## config.mk

```make
export PLATFORM = sky130hd
export DESIGN_NAME = adc_out_formatter
export DESIGN_NICKNAME = d
export VERILOG_FILES = /design/src/rtl/fmt_pkg.sv /design/src/rtl/fmt_trim_add.sv /design/src/rtl/fmt_negate.sv /design/src/rtl/fmt_encode.sv /design/src/rtl/adc_out_formatter.sv
export SDC_FILE = /design/constraint.sdc
export NUM_CORES = 1
export LEC_CHECK = 0
export ABC_AREA = 1
export BUFFER_PORTS_ARGS = -buffer_cell sky130_fd_sc_hd__buf_2
export CELL_PAD_IN_SITES_DETAIL_PLACEMENT = 0
export CELL_PAD_IN_SITES_GLOBAL_PLACEMENT = 2
export CORE_ASPECT_RATIO = 1.75
export CORE_UTILIZATION = 29
export CTS_CLUSTER_DIAMETER = 150
export CTS_CLUSTER_SIZE = 30
export DETAILED_ROUTE_END_ITERATION = 12
export GPL_TIMING_DRIVEN = 0
export PLACE_DENSITY_LB_ADDON = 0.1
export SLEW_MARGIN = 30
export SYNTH_ARGS = -nofsm -noshare
export SYNTH_HDL_FRONTEND = slang
export SYNTH_HIERARCHICAL = 1
export SYNTH_SLANG_ARGS = --single-unit
export TNS_END_PERCENT = 100
```

## constraint.sdc

```tcl
create_clock -name clk -period 3.2 [get_ports clk]
set_input_delay 0.16 -clock clk [delete_from_list [all_inputs] [get_ports clk]]
set_output_delay 0.16 -clock clk [all_outputs]
set_load 0.005 [all_outputs]
```

## src/rtl/fmt_pkg.sv

```systemverilog
package fmt_pkg;
    localparam int unsigned SAMPLE_W_DEF = 16;
    localparam int unsigned TRIM_W_DEF   = 8;

    typedef enum logic {
        CODE_OFFSET_BIN = 1'b0,
        CODE_TWOS_COMP  = 1'b1
    } code_sel_e;
endpackage

```

## src/rtl/fmt_trim_add.sv

```systemverilog
module fmt_trim_add #(
    parameter int unsigned SAMPLE_W = 16,
    parameter int unsigned TRIM_W   = 8
) (
    input  logic [SAMPLE_W-1:0] sample_i,
    input  logic [TRIM_W-1:0]   trim_i,
    output logic [SAMPLE_W-1:0] sum_o
);
    localparam int unsigned          EXT_W = SAMPLE_W + 1;
    localparam logic [SAMPLE_W-1:0] POS_MAX = {1'b0, {(SAMPLE_W-1){1'b1}}};
    localparam logic [SAMPLE_W-1:0] NEG_MIN = {1'b1, {(SAMPLE_W-1){1'b0}}};

    logic [EXT_W-1:0] a_ext;
    logic [EXT_W-1:0] b_ext;
    logic [EXT_W-1:0] wide_sum;

    always_comb begin
        a_ext    = {sample_i[SAMPLE_W-1], sample_i};
        b_ext    = {{(EXT_W-TRIM_W){trim_i[TRIM_W-1]}}, trim_i};
        wide_sum = a_ext + b_ext;
        if (wide_sum[EXT_W-1] != wide_sum[EXT_W-2]) begin
            sum_o = wide_sum[EXT_W-1] ? NEG_MIN : POS_MAX;
        end else begin
            sum_o = wide_sum[SAMPLE_W-1:0];
        end
    end
endmodule

```

## src/rtl/fmt_negate.sv

```systemverilog
module fmt_negate #(
    parameter int unsigned SAMPLE_W = 16
) (
    input  logic                en_i,
    input  logic [SAMPLE_W-1:0] val_i,
    output logic [SAMPLE_W-1:0] val_o
);
    localparam logic [SAMPLE_W-1:0] POS_MAX = {1'b0, {(SAMPLE_W-1){1'b1}}};
    localparam logic [SAMPLE_W-1:0] NEG_MIN = {1'b1, {(SAMPLE_W-1){1'b0}}};

    always_comb begin
        if (!en_i) begin
            val_o = val_i;
        end else if (val_i == NEG_MIN) begin
            val_o = POS_MAX;
        end else begin
            val_o = (~val_i) + {{(SAMPLE_W-1){1'b0}}, 1'b1};
        end
    end
endmodule

```

## src/rtl/fmt_encode.sv

```systemverilog
module fmt_encode #(
    parameter int unsigned SAMPLE_W = 16
) (
    input  fmt_pkg::code_sel_e  code_i,
    input  logic [SAMPLE_W-1:0] val_i,
    output logic [SAMPLE_W-1:0] val_o
);
    always_comb begin
        if (code_i == fmt_pkg::CODE_TWOS_COMP) begin
            val_o = val_i;
        end else begin
            val_o = {~val_i[SAMPLE_W-1], val_i[SAMPLE_W-2:0]};
        end
    end
endmodule

```

## src/rtl/adc_out_formatter.sv

```systemverilog
module adc_out_formatter #(
    parameter int unsigned SAMPLE_W = fmt_pkg::SAMPLE_W_DEF,
    parameter int unsigned TRIM_W   = fmt_pkg::TRIM_W_DEF
) (
    input  logic                clk,
    input  logic                rst_n,
    input  logic                in_valid,
    input  logic [SAMPLE_W-1:0] in_sample,
    input  logic [TRIM_W-1:0]   trim,
    input  logic                invert,
    input  logic                code_twos,
    output logic                out_valid,
    output logic [SAMPLE_W-1:0] out_data
);
    localparam logic [SAMPLE_W-1:0] POS_MAX = {1'b0, {(SAMPLE_W-1){1'b1}}};
    localparam logic [SAMPLE_W-1:0] NEG_MIN = {1'b1, {(SAMPLE_W-1){1'b0}}};

    typedef struct packed {
        logic                vld;
        logic [SAMPLE_W-1:0] data;
    } out_state_t;

    out_state_t st_d, st_q;

    logic [SAMPLE_W-1:0] trimmed_w;
    logic [SAMPLE_W-1:0] signed_w;
    logic [SAMPLE_W-1:0] coded_w;
    fmt_pkg::code_sel_e  code_sel;

    assign code_sel = code_twos ? fmt_pkg::CODE_TWOS_COMP : fmt_pkg::CODE_OFFSET_BIN;

    fmt_trim_add #(.SAMPLE_W(SAMPLE_W), .TRIM_W(TRIM_W)) u_trim (
        .sample_i (in_sample),
        .trim_i   (trim),
        .sum_o    (trimmed_w)
    );

    fmt_negate #(.SAMPLE_W(SAMPLE_W)) u_neg (
        .en_i  (invert),
        .val_i (trimmed_w),
        .val_o (signed_w)
    );

    fmt_encode #(.SAMPLE_W(SAMPLE_W)) u_enc (
        .code_i (code_sel),
        .val_i  (signed_w),
        .val_o  (coded_w)
    );

    always_comb begin
        st_d     = st_q;
        st_d.vld = in_valid;
        if (in_valid) begin
            st_d.data = coded_w;
        end
    end

    always_ff @(posedge clk) begin
        if (!rst_n) begin
            st_q <= '0;
        end else begin
            st_q <= st_d;
        end
    end

    assign out_valid = st_q.vld;
    assign out_data  = st_q.data;


    valid_delay_chk: assert property (@(posedge clk) disable iff (!rst_n)
        in_valid |=> out_valid);


    hold_when_idle_chk: assert property (@(posedge clk) disable iff (!rst_n)
        !in_valid |=> (!out_valid && $stable(out_data)));


    no_pos_wrap_chk: assert property (@(posedge clk) disable iff (!rst_n)
        (in_valid && !invert && code_twos && !in_sample[SAMPLE_W-1] && !trim[TRIM_W-1])
        |=> !out_data[SAMPLE_W-1]);


    no_neg_wrap_chk: assert property (@(posedge clk) disable iff (!rst_n)
        (in_valid && !invert && code_twos && in_sample[SAMPLE_W-1] && trim[TRIM_W-1])
        |=> out_data[SAMPLE_W-1]);


    neg_min_clamp_chk: assert property (@(posedge clk) disable iff (!rst_n)
        (in_valid && invert && code_twos && in_sample == NEG_MIN && trim == '0)
        |=> out_data == POS_MAX);
endmodule

```

# Word-level counts from Yosys, hierarchy flattened
# Index checks and enable logic that the tools add are counted.
[word_totals]
ram_bits = 0
regBits = 17
inputBits = 29
mem_count = 0
out_inout_bits = 17
mem_bits_ro = 0
elab_cells = 14
latchBits = 0
[op_classes]
n_reduce_logical = 0
bitwise = 2
div = 0
muxes = 6
addsub = 2
n_mul = 0
n_eq_ne = 2
n_shift = 0
magnitude_cmp = 0
[ops]
columns = ["op", "n"]
rows = [
  ["two-way mux 16 bit", 5],
  ["adder 16 x 8 -> 17 bit", 1],
  ["adder 16 x 1 -> 16 bit (second input constant)", 1],
  ["== test 16 bit (second input constant)", 1],
  ["NOT 16 bit", 1],
  ["two-way mux 1 bit", 1],
  ["!= test 1 bit", 1],
  ["NOT 1 bit", 1],
]

# Depth between registers and ports, before layout
# Gate-level depths: netlist of the first run.
[logic_depth]
word_depth = 9
ltp_mapped = 30
ltp_nobuf = 29

# By module
# The synthesis of the first run kept the hierarchy.
[by_module_without_submodules]
columns = ["mod", "seq_area_each_um2", "area_each_um2", "instances", "cells_per_inst"]
rows = [
  ["fmt_trim_add", 0.0, 1084.8, 1, 194],
  ["adc_out_formatter", 340.3, 721.9, 1, 105],
  ["fmt_negate", 0.0, 574.3, 1, 106],
  ["fmt_encode", 0.0, 131.4, 1, 20],
]

# Least setup slack after synthesis of the first run
# OpenSTA, ideal clock, no wires.
[synth_path]
kind = "input to register"
start = "in in_sample[0]"
end = "reg st_q (netlist bit out_data[13])"
arrival_time_ns = 2.711
setup_time_ns = 0.064
t_required_ns = 3.136
setup_slack_ns = 0.425
cell_stages = 28
n_path_buf = 3
cell_sequence = "ha_1 inv_1 fa_1 inv_1 nand2_1 nand2_1 nand3_1 nand2_2 nand2_2 nand2_2 nand2_2 nand2_4 nand2_4 buf_6 nand2_1 nand2_1 inv_1 ha_1 nand2_2 nor2_4 nand4_4 buf_6 nand3_2 buf_4 inv_1 nand2_1 nand2_1 nor2_1"
[synth_via]
word_cells_on_any_way = 10
cone_classes = "add/sub (2); eq/ne (2); mux (5); bitwise (1)"
[synth_lines]
columns = ["element", "line", "source"]
rows = [
  ["start, declared", "adc_out_formatter.sv:8", "input logic [SAMPLE_W-1:0] in_sample,"],
  ["adder 16 x 8 -> 17 bit *", "fmt_trim_add.sv:20", "wide_sum = a_ext + b_ext;"],
  ["two-way mux 16 bit / != test 1 bit (equally long branches)", "fmt_trim_add.sv:22, fmt_trim_add.sv:21", ""],
  ["two-way mux 16 bit *", "fmt_trim_add.sv:21", "if (wide_sum[EXT_W-1] != wide_sum[EXT_W-2]) begin"],
  ["via trimmed_w[15]", "adc_out_formatter.sv:25", "logic [SAMPLE_W-1:0] trimmed_w;"],
  ["== test 16 bit *", "fmt_negate.sv:14", "end else if (val_i == NEG_MIN) begin"],
  ["two-way mux 16 bit *", "fmt_negate.sv:14", ""],
  ["two-way mux 16 bit *", "fmt_negate.sv:12", "if (!en_i) begin"],
  ["via signed_w[13]", "adc_out_formatter.sv:26", "logic [SAMPLE_W-1:0] signed_w;"],
  ["two-way mux 16 bit *", "fmt_encode.sv:9", "if (code_i == fmt_pkg::CODE_TWOS_COMP) begin"],
  ["via coded_w[13]", "adc_out_formatter.sv:27", "logic [SAMPLE_W-1:0] coded_w;"],
  ["end signal, assigned", "adc_out_formatter.sv:62", "st_q <= st_d;"],
  ["end, declared", "adc_out_formatter.sv:23", "out_state_t st_d, st_q;"],
]
# The timed path passes the listed nets; every way through them passes the cells marked *.
# A chain may end at the register's enable or synchronous reset.

# Worst setup path in the final report of the first run
[layout_path]
start = "in in_sample[0]"
end = "reg st_q (netlist bit out_data[9])"
# The elaborated chain is that of the path after synthesis.

==> results of run 1 <==
## registers in the layout, summed over array words and instances (netlist names)
| register | cells |
|---|---|
| out_data | 16 |
| out_valid | 1 |
## final cells by class
type | instances | area share, %
multi-input cells | 323 | 58.24
flip-flops and latches | 17 | 11.20
repair buffers | 47 | 8.155
plain buffers | 26 | 7.784
inverters | 59 | 7.290
well taps | 115 | 4.736
clock buffers | 4 | 2.595
## synthesized netlist by cell type (all sizes together)
| master | count |
|---|---|
| a21oi | 13 |
| and2 | 1 |
| buf | 25 |
| clkbuf | 1 |
| dfxtp | 17 |
| fa | 1 |
| ha | 17 |
| inv | 59 |
| mux2i | 1 |
| nand2 | 164 |
| nand3 | 29 |
| nand3b | 2 |
| nand4 | 3 |
| nor2 | 58 |
| nor3 | 4 |
| o21ai | 9 |
| o21bai | 3 |
| or2 | 7 |
| xnor2 | 3 |
| xor2 | 8 |
## layer usage
layer,share of wire [%],vias to the layer above
met5,0,-
met2,59,44
met4,3.0,0
met1,36,1020
li1,-,1380
met3,2.0,12
## worst max-delay path, delay by kind of cell
family / cells / cell delay (ns)
buffers and inverters: 9 / 0.89
adders and majority gates: 2 / 0.54
and+or+nand+nor: 18 / 1.22
AOI/OAI and AO/OA: 1 / 0.17
## kinds of logic after synthesis
kind of cell	Yosys count
fa+ha+maj	18
compound gates	25
simple gates	268
flops	17
xor+xnor	11
buf+inv	85
mux	1
## report_power, final
group	switching (mW)	total, mW	internal [mW]
Sequential	0.00969	0.246	0.236
Combinational	0.403	0.716	0.314
Clock	0.0791	0.248	0.169
## worst max path at each step
stage | cells after the start | slack, ns | endpoint
after global routing | 31 | -0.0007 | out_data[15]$_SDFFE_PN0P_
after detailed placement | 29 | -0.12 | out_data[10]$_SDFFE_PN0P_
after CTS | 29 | 0.14 | out_data[10]$_SDFFE_PN0P_
final | 30 | 0.33 | out_data[9]$_SDFFE_PN0P_
after floorplan | 28 | 0.43 | out_data[13]$_SDFFE_PN0P_
after global placement | 29 | -0.10 | out_data[10]$_SDFFE_PN0P_
## what timing repair did
| action | 4_1_cts | 5_1_grt |
|---|---|---|
| buffers inserted | 0 | 5 |
| gates resized for setup | 0 | 17 |
| endpoints found under the setup margin | 0 | 14 |
==> out/metrics.json, run 1 <==
{
  "gr-max-usage-layer": {"value": "met2"},
  "r2r_slack": {"value": 2.66, "unit": "ns"},
  "route.final.wire_length": {"value": 6093, "unit": "um"},
  "critical-path-slowest-cell": {"value": "sky130_fd_sc_hd__fa_1"},
  "finalInstanceArea": {"value": 3038, "unit": "sq um"},
  "layout.cells.most_common": {"value": "sky130_fd_sc_hd__nand2_1"},
  "avgSynthCellArea": {"value": 5.912, "unit": "sq um"},
  "clock_tree.root_cell": {"value": "sky130_fd_sc_hd__clkbuf_16"},
  "fp-row-count": {"value": 44},
  "finalNetCount": {"value": 524},
  "critical_path_peak_fanout": {"value": 10},
  "syn_inst": {"value": 425},
  "critical_path.startpoint_type": {"value": "input port"},
  "filler_cells": {"value": 971},
  "finalWorstSetupSlack": {"value": 0.3348, "unit": "ns"},
  "clock_latency_on_the_worst_skew_pair": {"value": 0.25, "unit": "ns"},
  "gr-usage-all-layers": {"value": 14.50, "unit": "%"},
  "grtUsageMet2": {"value": 30.24, "unit": "%"},
  "min-delay-path-class": {"value": "input port to flop"},
  "numPortBuffers": {"value": 42},
  "fin_util": {"value": 36.30, "unit": "%"},
  "dr.first_iter.drc_count": {"value": 56},
  "critical_path_class": {"value": "input port to flop"},
  "critical_path_arrival": {"value": 3.01, "unit": "ns"},
  "yosys.cell_types.count": {"value": 36},
  "timing.max_cap.violations": {"value": 0},
  "starting_density": {"value": 30.02, "unit": "%"},
  "max_slew.worst_pin.slew": {"value": 0.2892, "unit": "ns"},
  "ys_top_cells_by_area": {"value": "sky130_fd_sc_hd__nand2_1 22%, sky130_fd_sc_hd__dfxtp_1 14%, sky130_fd_sc_hd__inv_1 8.5%, sky130_fd_sc_hd__ha_1 8.5%, sky130_fd_sc_hd__nor2_1 7.9%"},
  "detailedRoute.firstPassIterationCount": {"value": 4},
  "pre_cts_slack": {"value": -0.1211, "unit": "ns"},
  "layout.cells.non_filler": {"value": 591},
  "main_combinational_cell_family_by_area_after_synthesis": {"value": "simple AND/OR/NAND/NOR gates"},
  "synth.mux.area_fraction": {"value": 0.3984, "unit": "%"},
  "finalWeightedCongestion": {"value": 0.7994},
  "finalPower": {"value": 1.210, "unit": "mW"},
  "cts-hold-fix-buffers": {"value": 0},
  "clock_tree.buffer_depth": {"value": 2},
  "p_leak": {"value": 1.782, "unit": "nW"},
  "max_clock_freq": {"value": 0.3490, "unit": "GHz"},
  "synth_largest_type_area_fraction": {"value": 21.96, "unit": "%"},
  "routedWlPerCell": {"value": 10.31, "unit": "um"},
  "antenna_cells": {"value": 0},
  "crit_path_frequent_cell": {"value": "sky130_fd_sc_hd__nand2_1"},
  "syn_nets": {"value": 472},
  "synth_sequential_area_ratio": {"value": 13.55, "unit": "%"},
  "most_frequent_cells_in_the_layout": {"value": "142 x sky130_fd_sc_hd__nand2_1, 55 x sky130_fd_sc_hd__inv_1, 51 x sky130_fd_sc_hd__nor2_1"},
  "start_of_the_worst_register_to_register_path": {"value": "out_data[13]$_SDFFE_PN0P_"},
  "final_layout_size_suffix_gt1_share": {"value": 27.52, "unit": "%"},
  "cts_buffers": {"value": 3},
  "post-route-min-period": {"value": 2.865, "unit": "ns"},
  "timing.slew.headroom": {"value": 80.68, "unit": "%"},
  "globalRoute.totalOverflow": {"value": 0},
  "synth_simple_gate_area_share": {"value": 48.71, "unit": "%"},
  "synthesis.area": {"value": 2512, "unit": "sq um"},
  "hold_path.startpoint": {"value": "rst_n"},
  "initial_antenna_violation_count": {"value": 0},
  "fin_hold_ws": {"value": 0.1924, "unit": "ns"},
  "groute.layer.met1.usage": {"value": 13.12, "unit": "%"},
  "worst_setup_path_startpoint": {"value": "in_sample[0]"},
  "power.ir.vdd_worst": {"value": 0.2391, "unit": "mV"},
  "areaGrowthSynthToFinish": {"value": 20.92, "unit": "%"},
  "fraction_of_the_mapped_netlist_area_in_compound_gates": {"value": 6.175, "unit": "%"},
  "cts_tree": {"value": "done"},
  "report.final.setup_viol": {"value": 0},
  "yosys_warnings": {"value": 6},
  "grt_util_met3": {"value": 0.7252, "unit": "%"},
  "cts_num_sinks": {"value": 17},
  "vias_per_cell": {"value": 4.156},
  "num_io_pins": {"value": 46},
  "sequential_cell_area": {"value": 340.3, "unit": "sq um"},
  "report.final.slew_viol_count": {"value": 0},
  "yosys.area_share.xor_xnor": {"value": 3.835, "unit": "%"},
  "total_of_flip_flops_plus_latches_after_synthesis": {"value": 17},
  "cts-htree-levels": {"value": 1},
  "worstRegToRegCells": {"value": 2},
  "hold_viol_final": {"value": 0},
  "fin_crit_sh": {"value": 89.54, "unit": "%"},
  "vias": {"value": 2456},
  "drc_errors": {"value": 0},
  "hold-path-cell-count": {"value": 3},
  "outcome": {"value": "complete, no violations"},
  "placeableCoreArea": {"value": 8368, "unit": "sq um"},
  "vias_in_the_first_global_route": {"value": 2393},
  "vert_die_dim": {"value": 125.1, "unit": "um"},
  "finalClockSkew": {"value": 0, "unit": "ns"},
  "dp.cells": {"value": 582},
  "clk_pin_slew_worst_paths": {"value": 0.05, "unit": "ns"},
  "final_antenna_net_count": {"value": 0},
  "power_per_cell_area": {"value": 398.4, "unit": "nW/um^2"},
  "finalSetupTns": {"value": 0, "unit": "ns"},
  "critical_path.endpoint_type": {"value": "flop"},
  "r2r_end": {"value": "out_data[13]$_SDFFE_PN0P_"},
  "die-area": {"value": 9054, "unit": "sq um"},
  "worst_ep_required_time": {"value": 3.35, "unit": "ns"},
  "holdPathEnd": {"value": "out_data[3]$_SDFFE_PN0P_"},
  "grt_first_pass_wirelength": {"value": 10450, "unit": "um"},
  "place_hpwl": {"value": 5332, "unit": "um"},
  "adder_and_majority_gate_portion_of_the_synthesized_area": {"value": 9.263, "unit": "%"},
  "synth_area_leader_cell": {"value": "sky130_fd_sc_hd__nand2_1"},
  "placement.cell_area": {"value": 2867, "unit": "sq um"},
  "max_stage_delay": {"value": 0.38, "unit": "ns"},
  "multiInputGateArea": {"value": 1769, "unit": "sq um"},
  "width_of_the_die": {"value": 72.36, "unit": "um"},
  "grt_start_max_net_pins": {"value": 11}
}
Note: power is estimated with default switching activity, not from simulation.
==> run 2: changes to the inputs <==
--- a/config.mk
+++ b/config.mk
@@ -10,7 +10,7 @@
 export CELL_PAD_IN_SITES_DETAIL_PLACEMENT = 0
 export CELL_PAD_IN_SITES_GLOBAL_PLACEMENT = 2
 export CORE_ASPECT_RATIO = 1.75
-export CORE_UTILIZATION = 29
+export CORE_UTILIZATION = 32
 export CTS_CLUSTER_DIAMETER = 150
 export CTS_CLUSTER_SIZE = 30
 export DETAILED_ROUTE_END_ITERATION = 12
==> constraint.sdc (replaced) <==
create_clock -name clk -period 3.5 [get_ports clk]
set_input_delay 0.175 -clock clk [delete_from_list [all_inputs] [get_ports clk]]
set_output_delay 0.175 -clock clk [all_outputs]
set_load 0.005 [all_outputs]
==> out/metrics.json, run 2 (synthesized netlist as in run 1, its figures left out) <==
{
  "cts-hold-fix-buffers": {"value": 0, "change": "unchanged"},
  "crit_path_frequent_cell": {"value": "sky130_fd_sc_hd__nand2_1"},
  "power_per_cell_area": {"value": 365.6, "unit": "nW/um^2", "change": "-8.2%"},
  "timing.max_cap.violations": {"value": 0, "change": "unchanged"},
  "drc_errors": {"value": 0, "change": "unchanged"},
  "final_antenna_net_count": {"value": 0, "change": "unchanged"},
  "starting_density": {"value": 33.20, "unit": "%", "change": "+3.2 points"},
  "clock_latency_on_the_worst_skew_pair": {"value": 0.25, "unit": "ns", "change": "about the same"},
  "routedWlPerCell": {"value": 10.27, "unit": "um", "change": "-0.35%"},
  "gr-usage-all-layers": {"value": 15.33, "unit": "%", "change": "+0.84 points"},
  "largest_reg_flops": {"value": 16, "change": "unchanged"},
  "vias_in_the_first_global_route": {"value": 2309, "change": "-3.5%"},
  "outcome": {"value": "complete, no violations"},
  "p_leak": {"value": 1.746, "unit": "nW", "change": "-2.0%"},
  "post-route-min-period": {"value": 3.025, "unit": "ns"},
  "pre_cts_slack": {"value": 0.1560, "unit": "ns", "change": "+0.2771 ns"},
  "areaGrowthSynthToFinish": {"value": 15.89, "unit": "%"},
  "clk_pin_slew_worst_paths": {"value": 0.05, "unit": "ns", "change": "about the same"},
  "report.final.slew_viol_count": {"value": 0, "change": "unchanged"},
  "initial_antenna_violation_count": {"value": 0, "change": "unchanged"},
  "hold_viol_final": {"value": 0, "change": "unchanged"},
  "critical_path.endpoint_type": {"value": "flop"},
  "critical_path_peak_fanout": {"value": 10, "change": "unchanged"},
  "antenna_cells": {"value": 0, "change": "unchanged"},
  "finalSetupTns": {"value": 0, "unit": "ns", "change": "unchanged"},
  "cts.repair_timing.setup_buffer_count": {"value": 0, "change": "unchanged"},
  "width_of_the_die": {"value": 68.98, "unit": "um", "change": "-4.7%"},
  "fin_hold_ws": {"value": 0.2066, "unit": "ns", "change": "+0.01429 ns"},
  "finalWorstSetupSlack": {"value": 0.4748, "unit": "ns", "change": "+0.1399 ns"},
  "route.final.wire_length": {"value": 5743, "unit": "um", "change": "-5.7%"},
  "grt_setup_unrepaired": {"value": "no"},
  "dr.first_iter.drc_count": {"value": 36, "change": "-36%"},
  "grt_start_max_net_pins": {"value": 11, "change": "unchanged"},
  "timing.slew.headroom": {"value": 77.82, "unit": "%", "change": "-2.9 points"},
  "placement.cell_area": {"value": 2833, "unit": "sq um", "change": "-1.2%"},
  "vias_per_cell": {"value": 4.342, "change": "+4.5%"},
  "critical_path.startpoint_type": {"value": "input port"},
  "critical_path_class": {"value": "input port to flop"},
  "finalWeightedCongestion": {"value": 0.7957, "change": "-0.46%"},
  "clock_tree.root_cell": {"value": "sky130_fd_sc_hd__clkbuf_16"},
  "power.ir.vdd_worst": {"value": 0.1797, "unit": "mV", "change": "-25%"},
  "fin_crit_sh": {"value": 86.44, "unit": "%"},
  "cts_buffers": {"value": 3, "change": "unchanged"},
  "final_layout_size_suffix_gt1_share": {"value": 24.20, "unit": "%", "change": "-3.3 points"},
  "die-area": {"value": 8223, "unit": "sq um", "change": "-9.2%"},
  "min-delay-path-class": {"value": "input port to flop"},
  "worst_ep_required_time": {"value": 3.64, "unit": "ns", "change": "+0.29 ns"},
  "finalPower": {"value": 1.064, "unit": "mW", "change": "-12%"},
  "vias": {"value": 2427, "change": "-1.2%"},
  "grt_first_pass_wirelength": {"value": 9722, "unit": "um", "change": "-7.0%"},
  "numPortBuffers": {"value": 42, "change": "unchanged"},
  "place_hpwl": {"value": 5136, "unit": "um", "change": "-3.7%"},
  "vert_die_dim": {"value": 119.2, "unit": "um", "change": "-4.7%"},
  "max_slew.worst_pin.slew": {"value": 0.3304, "unit": "ns", "change": "+0.04124 ns"},
  "cts_tree": {"value": "done"},
  "clock_tree.buffer_depth": {"value": 2, "change": "unchanged"},
  "cts-htree-levels": {"value": 1, "change": "unchanged"},
  "finalNetCount": {"value": 519, "change": "-0.95%"},
  "globalRoute.totalOverflow": {"value": 0, "change": "unchanged"},
  "finalClockSkew": {"value": 0, "unit": "ns", "change": "unchanged"},
  "max_clock_freq": {"value": 0.3306, "unit": "GHz"},
  "num_io_pins": {"value": 46, "change": "unchanged"},
  "max_stage_delay": {"value": 0.38, "unit": "ns", "change": "about the same"},
  "finalInstanceArea": {"value": 2912, "unit": "sq um", "change": "-4.2%"},
  "detailedRoute.firstPassIterationCount": {"value": 4, "change": "unchanged"},
  "report.final.setup_viol": {"value": 0, "change": "unchanged"},
  "critical-path-slowest-cell": {"value": "sky130_fd_sc_hd__fa_1"},
  "layout.cells.most_common": {"value": "sky130_fd_sc_hd__nand2_1"},
  "fp-row-count": {"value": 42, "change": "-4.5%"},
  "cts_num_sinks": {"value": 17, "change": "unchanged"},
  "cts_resized": {"value": 0, "change": "unchanged"},
  "most_frequent_cells_in_the_layout": {"value": "147 x sky130_fd_sc_hd__nand2_1, 57 x sky130_fd_sc_hd__inv_1, 53 x sky130_fd_sc_hd__nor2_1"},
  "placeableCoreArea": {"value": 7567, "unit": "sq um", "change": "-9.6%"},
  "critical_path_arrival": {"value": 3.17, "unit": "ns", "change": "+0.16 ns"}
}
==> run 2: worst max-delay path: cells and delay by family <==
family	cells	cell delay, ns
simple gates	18	1.29
compound gates	1	0.32
buf+inv	7	0.63
fa+ha+maj	3	0.74
==> run 2: routing by layer <==
layer	vias up	GRT usage, %	share of wire (%)
met4	0	5.995	1.8
met3	6	0	1.5
met5	-	0	0
met1	1012	14.16	37
li1	1371	-	-
met2	38	31.98	60
==> run 2: worst paths after layout <==
check                                    to  cells past startpoint  slack [ns]                       from
hold reg to reg   out_data[11]$_SDFFE_PN0P_                      2        0.46  out_data[11]$_SDFFE_PN0P_
setup reg to reg   out_data[4]$_SDFFE_PN0P_                      2        2.95   out_data[4]$_SDFFE_PN0P_
hold / removal     out_data[1]$_SDFFE_PN0P_                      3        0.21                      rst_n
setup / recovery  out_data[10]$_SDFFE_PN0P_                     29        0.47               in_sample[0]
==> run 2: cell type report <==
| cell class | instances | area, sq um |
|---|---|---|
| buffer | 26 | 232.7 |
| clock buffer | 4 | 78.83 |
| fill | 865 | 4656 |
| inverter | 59 | 221.5 |
| multi-input combinational | 323 | 1718 |
| sequential | 17 | 340.3 |
| tap | 88 | 110.1 |
| timing repair buffer | 42 | 210.2 |
==> run 2: per-stage QoR <==
stage	util (%)	cells
after CTS	38.48	559
after global routing	38.48	559
after detailed placement	37.43	555
final	38.48	559
after global placement	37.43	555
after floorplan	-	425
==> run 2: power by group <==
group | total, mW | switching (mW) | internal (mW)
registers | 0.225 | 0.00876 | 0.216
clock network | 0.224 | 0.0700 | 0.154
logic | 0.616 | 0.346 | 0.269
==> run 3: changes to the inputs <==
--- a/config.mk
+++ b/config.mk
@@ -10,7 +10,7 @@
 export CELL_PAD_IN_SITES_DETAIL_PLACEMENT = 0
 export CELL_PAD_IN_SITES_GLOBAL_PLACEMENT = 2
 export CORE_ASPECT_RATIO = 1.75
-export CORE_UTILIZATION = 32
+export CORE_UTILIZATION = 31
 export CTS_CLUSTER_DIAMETER = 150
 export CTS_CLUSTER_SIZE = 30
 export DETAILED_ROUTE_END_ITERATION = 12
@@ -19,6 +19,5 @@
 export SLEW_MARGIN = 30
 export SYNTH_ARGS = -nofsm -noshare
 export SYNTH_HDL_FRONTEND = slang
-export SYNTH_HIERARCHICAL = 1
 export SYNTH_SLANG_ARGS = --single-unit
 export TNS_END_PERCENT = 100
==> out/metrics.json, run 3 <==
{
  "vias": {"value": 2185, "change": "-10%"},
  "ys_top_cells_by_area": {"value": "sky130_fd_sc_hd__nand2_1 19%, sky130_fd_sc_hd__dfxtp_1 16%, sky130_fd_sc_hd__ha_1 9.8%, sky130_fd_sc_hd__inv_1 7.3%, sky130_fd_sc_hd__nor2_1 6.8%"},
  "worstSetupPathDepth": {"value": 24, "change": "-17%"},
  "vias_per_cell": {"value": 4.459, "change": "+2.7%"},
  "most_frequent_cells_in_the_layout": {"value": "110 x sky130_fd_sc_hd__nand2_1, 45 x sky130_fd_sc_hd__buf_2, 42 x sky130_fd_sc_hd__inv_1"},
  "syn_nets": {"value": 406, "change": "-14%"},
  "cell_chain_critical_path": {"value": "buf_2 > ha_1 > inv_1 > fa_1 > inv_1 > nand2_1 > nand2_1 > nand3_2 > nand2_4 > nand2_2 > nand3_1 > nand2_1 > nand2_2 > buf_6 > inv_1 > a21oi_1 > ha_1 > nand3_1 > nor2_4 > nand3_1 > o21ai_1 > nor2_1 > nor2_1 > a21oi_1"},
  "fin_hold_ws": {"value": 0.2436, "unit": "ns", "change": "+0.03694 ns"},
  "start_of_the_worst_register_to_register_path": {"value": "out_data[0]$_SDFFE_PN0P_"},
  "async_reset_ff_share": {"value": 0, "unit": "%", "change": "unchanged"},
  "grt_setup_unrepaired": {"value": "no"},
  "net-switching-power": {"value": 0.3958, "unit": "mW", "change": "-6.9%"},
  "syn_inst": {"value": 359, "change": "-16%"},
  "route.final.wire_length": {"value": 5400, "unit": "um", "change": "-6.0%"},
  "critical_path.endpoint_type": {"value": "flop"},
  "worst_ep_required_time": {"value": 3.63, "unit": "ns", "change": "about the same"},
  "clock_tree.buffer_depth": {"value": 2, "change": "unchanged"},
  "hold_path.startpoint": {"value": "in_valid"},
  "starting_density": {"value": 32.58, "unit": "%", "change": "-0.62 points"},
  "antenna_cells": {"value": 0, "change": "unchanged"},
  "post-route-min-period": {"value": 3.083, "unit": "ns", "change": "+0.05821 ns"},
  "die-area": {"value": 7326, "unit": "sq um", "change": "-11%"},
  "finalClockSkew": {"value": 0, "unit": "ns", "change": "unchanged"},
  "synth-edff-count": {"value": 0, "change": "unchanged"},
  "power.switching_fraction": {"value": 41.31, "unit": "%", "change": "+1.4 points"},
  "cts_buffers": {"value": 3, "change": "unchanged"},
  "vias_in_the_first_global_route": {"value": 2251, "change": "-2.5%"},
  "cts_tree": {"value": "done"},
  "finalWeightedCongestion": {"value": 0.7457, "change": "-6.3%"},
  "dr.first_iter.drc_count": {"value": 36, "change": "unchanged"},
  "outcome": {"value": "complete, no violations"},
  "report.final.slew_viol_count": {"value": 0, "change": "unchanged"},
  "layout.cells.most_common": {"value": "sky130_fd_sc_hd__nand2_1"},
  "timing.max_cap.violations": {"value": 0, "change": "unchanged"},
  "max_stage_delay": {"value": 0.39, "unit": "ns", "change": "about the same"},
  "gr-usage-all-layers": {"value": 16.48, "unit": "%", "change": "+1.1 points"},
  "clock_tree.root_cell": {"value": "sky130_fd_sc_hd__clkbuf_16"},
  "final_layout_size_suffix_gt1_share": {"value": 20.83, "unit": "%", "change": "-3.4 points"},
  "worstRegToRegCells": {"value": 2, "change": "unchanged"},
  "critical_path_peak_fanout": {"value": 10, "change": "unchanged"},
  "avgSynthCellArea": {"value": 6.022, "unit": "sq um", "change": "+1.9%"},
  "numPortBuffers": {"value": 45, "change": "+7.1%"},
  "placeableCoreArea": {"value": 6636, "unit": "sq um", "change": "-12%"},
  "synth_commonest_cells": {"value": "110 x sky130_fd_sc_hd__nand2_1, 42 x sky130_fd_sc_hd__inv_1, 39 x sky130_fd_sc_hd__nor2_1, 22 x sky130_fd_sc_hd__nand3_1"},
  "finalSetupTns": {"value": 0, "unit": "ns", "change": "unchanged"},
  "largest_reg_flops": {"value": 16, "change": "unchanged"},
  "vert_die_dim": {"value": 112.5, "unit": "um", "change": "-5.7%"},
  "buf_inv_on_cp": {"value": 5, "change": "-2"},
  "finalPower": {"value": 0.9580, "unit": "mW", "change": "-10%"},
  "max_slew.worst_pin.slew": {"value": 0.4446, "unit": "ns", "change": "+0.1142 ns"},
  "synth_flop_cell": {"value": "sky130_fd_sc_hd__dfxtp_1"},
  "cts-hold-fix-buffers": {"value": 0, "change": "unchanged"},
  "fin_crit_sh": {"value": 88.10, "unit": "%", "change": "+1.7 points"},
  "p_leak": {"value": 1.462, "unit": "nW", "change": "-16%"},
  "critical_path_arrival": {"value": 3.22, "unit": "ns", "change": "+0.05 ns"},
  "areaGrowthSynthToFinish": {"value": 18.98, "unit": "%"},
  "grt_first_pass_wirelength": {"value": 9660, "unit": "um", "change": "-0.64%"},
  "min-delay-path-class": {"value": "input port to flop"},
  "fin_util": {"value": 38.76, "unit": "%", "change": "+0.29 points"},
  "power_per_cell_area": {"value": 372.4, "unit": "nW/um^2", "change": "+1.9%"},
  "critical-path-slowest-cell": {"value": "sky130_fd_sc_hd__fa_1"},
  "timing.critical_path.max_delay_family": {"value": "simple AND/OR/NAND/NOR gates"},
  "synth_largest_type_area_fraction": {"value": 19.10, "unit": "%", "change": "-2.9 points"},
  "power.ir.vdd_worst": {"value": 0.1253, "unit": "mV", "change": "-30%"},
  "finalNetCount": {"value": 456, "change": "-12%"},
  "grt_start_max_net_pins": {"value": 11, "change": "unchanged"},
  "report.final.setup_viol": {"value": 0, "change": "unchanged"},
  "cts_num_sinks": {"value": 17, "change": "unchanged"},
  "worst_setup_path_startpoint": {"value": "in_sample[0]"},
  "width_of_the_die": {"value": 65.13, "unit": "um", "change": "-5.6%"},
  "critical_path.startpoint_type": {"value": "input port"},
  "yosys.cell_types.count": {"value": 32, "change": "-11%"},
  "globalRoute.totalOverflow": {"value": 0, "change": "unchanged"},
  "synthMostInstantiatedCell": {"value": "sky130_fd_sc_hd__nand2_1"},
  "routedWlPerCell": {"value": 11.02, "unit": "um", "change": "+7.3%"},
  "power_frac_comb": {"value": 52.9, "unit": "%", "change": "-4.9 points"},
  "fp-row-count": {"value": 39, "change": "-7.1%"},
  "sequentialPowerShare": {"value": 23.6, "unit": "%", "change": "+2.5 points"},
  "synthesis.area": {"value": 2162, "unit": "sq um", "change": "-14%"},
  "timing.slew.headroom": {"value": 70.36, "unit": "%", "change": "-7.5 points"},
  "cts-htree-levels": {"value": 1, "change": "unchanged"},
  "max_clock_freq": {"value": 0.3243, "unit": "GHz", "change": "-1.9%"},
  "internal-power": {"value": 0.5623, "unit": "mW", "change": "-12%"},
  "synth_area_leader_cell": {"value": "sky130_fd_sc_hd__nand2_1"},
  "detailedRoute.firstPassIterationCount": {"value": 4, "change": "unchanged"},
  "hold_viol_final": {"value": 0, "change": "unchanged"},
  "final_antenna_net_count": {"value": 0, "change": "unchanged"},
  "clockPowerShare": {"value": 23.5, "unit": "%", "change": "+2.4 points"},
  "num_io_pins": {"value": 46, "change": "unchanged"},
  "yosys_warnings": {"value": 0, "change": "-6"},
  "drc_errors": {"value": 0, "change": "unchanged"},
  "hold-path-cell-count": {"value": 3, "change": "unchanged"},
  "clock_latency_on_the_worst_skew_pair": {"value": 0.24, "unit": "ns", "change": "about the same"},
  "synth_sequential_area_ratio": {"value": 15.74, "unit": "%", "change": "+2.2 points"},
  "initial_antenna_violation_count": {"value": 0, "change": "unchanged"},
  "place_hpwl": {"value": 4802, "unit": "um", "change": "-6.5%"},
  "critical_path_class": {"value": "input port to flop"},
  "clk_pin_slew_worst_paths": {"value": 0.05, "unit": "ns", "change": "about the same"},
  "total_of_flip_flops_plus_latches_after_synthesis": {"value": 17, "change": "unchanged"}
}
## run 3: stage by stage
step / worst slack, ns / cell area (sq um) / instances
after global placement: 0.1500 / 2490 / 486
final: 0.4165 / 2572 / 490
after CTS: 0.3720 / 2569 / 490
after global routing: 0.01914 / 2572 / 490
after floorplan: 0.7432 / 2162 / 359
after detailed placement: 0.1274 / 2490 / 486
## run 3: path summary, 6_finish.rpt
check / slack (ns) / end
hold reg to reg: 0.50 / out_data[5]$_SDFFE_PN0P_
hold / removal: 0.24 / out_valid$_SDFF_PN0_
setup / recovery: 0.42 / out_data[12]$_SDFFE_PN0P_
setup reg to reg: 2.85 / out_data[0]$_SDFFE_PN0P_
## run 3: layer usage
| metal | track usage (%) | vias to the layer above | routed length (um) |
|---|---|---|---|
| met2 | 33.96 | 36 | 3073 |
| met4 | 5.362 | 0 | 127 |
| li1 | - | 1244 | - |
| met1 | 16.69 | 897 | 2090 |
| met5 | 0 | - | 0 |
| met3 | 0.6098 | 8 | 107 |
## run 3: what timing repair did
item,4_1_cts,5_1_grt
buffers inserted,0,0
endpoints found under the setup margin,0,1
gates resized for setup,0,1
hold endpoints to repair,0,0
## run 3: cell type report
type | count | area, sq um
flip-flops and latches | 17 | 340.3
well taps | 82 | 102.6
clock buffers | 4 | 78.83
plain buffers | 6 | 41.29
multi-input cells | 291 | 1615
repair buffers | 45 | 225.2
inverters | 45 | 168.9
fillers | 784 | 4064
## run 3: cell families after synthesis
kind of cell             count (synthesis)  share of synthesized area (%)
AO/OA/AOI/OAI                           44                          11.23
XOR/XNOR                                18                          7.292
adder cells (fa/ha/maj)                 18                          10.76
buffers and inverters                   51                          9.722
flip-flops                              17                          15.74
AND/OR/NAND/NOR                        211                          45.26
## run 3: tightest hold or removal path, delay by kind of cell
| kind | cells | cell delay [ns] |
|---|---|---|
| AND/OR/NAND/NOR | 1 | 0.09 |
| buffers and inverters | 2 | 0.18 |
## run 3: power groups by stage
| stage | combinational, mW | clock, mW | sequential [mW] |
|---|---|---|---|
| after floorplan | 0.387 | 0 | 0.234 |
| after global placement | 0.511 | 0 | 0.229 |
| after detailed placement | 0.512 | 0 | 0.230 |
| after CTS | 0.514 | 0.231 | 0.226 |
| after global routing | 0.589 | 0.238 | 0.228 |
| final | 0.507 | 0.225 | 0.226 |
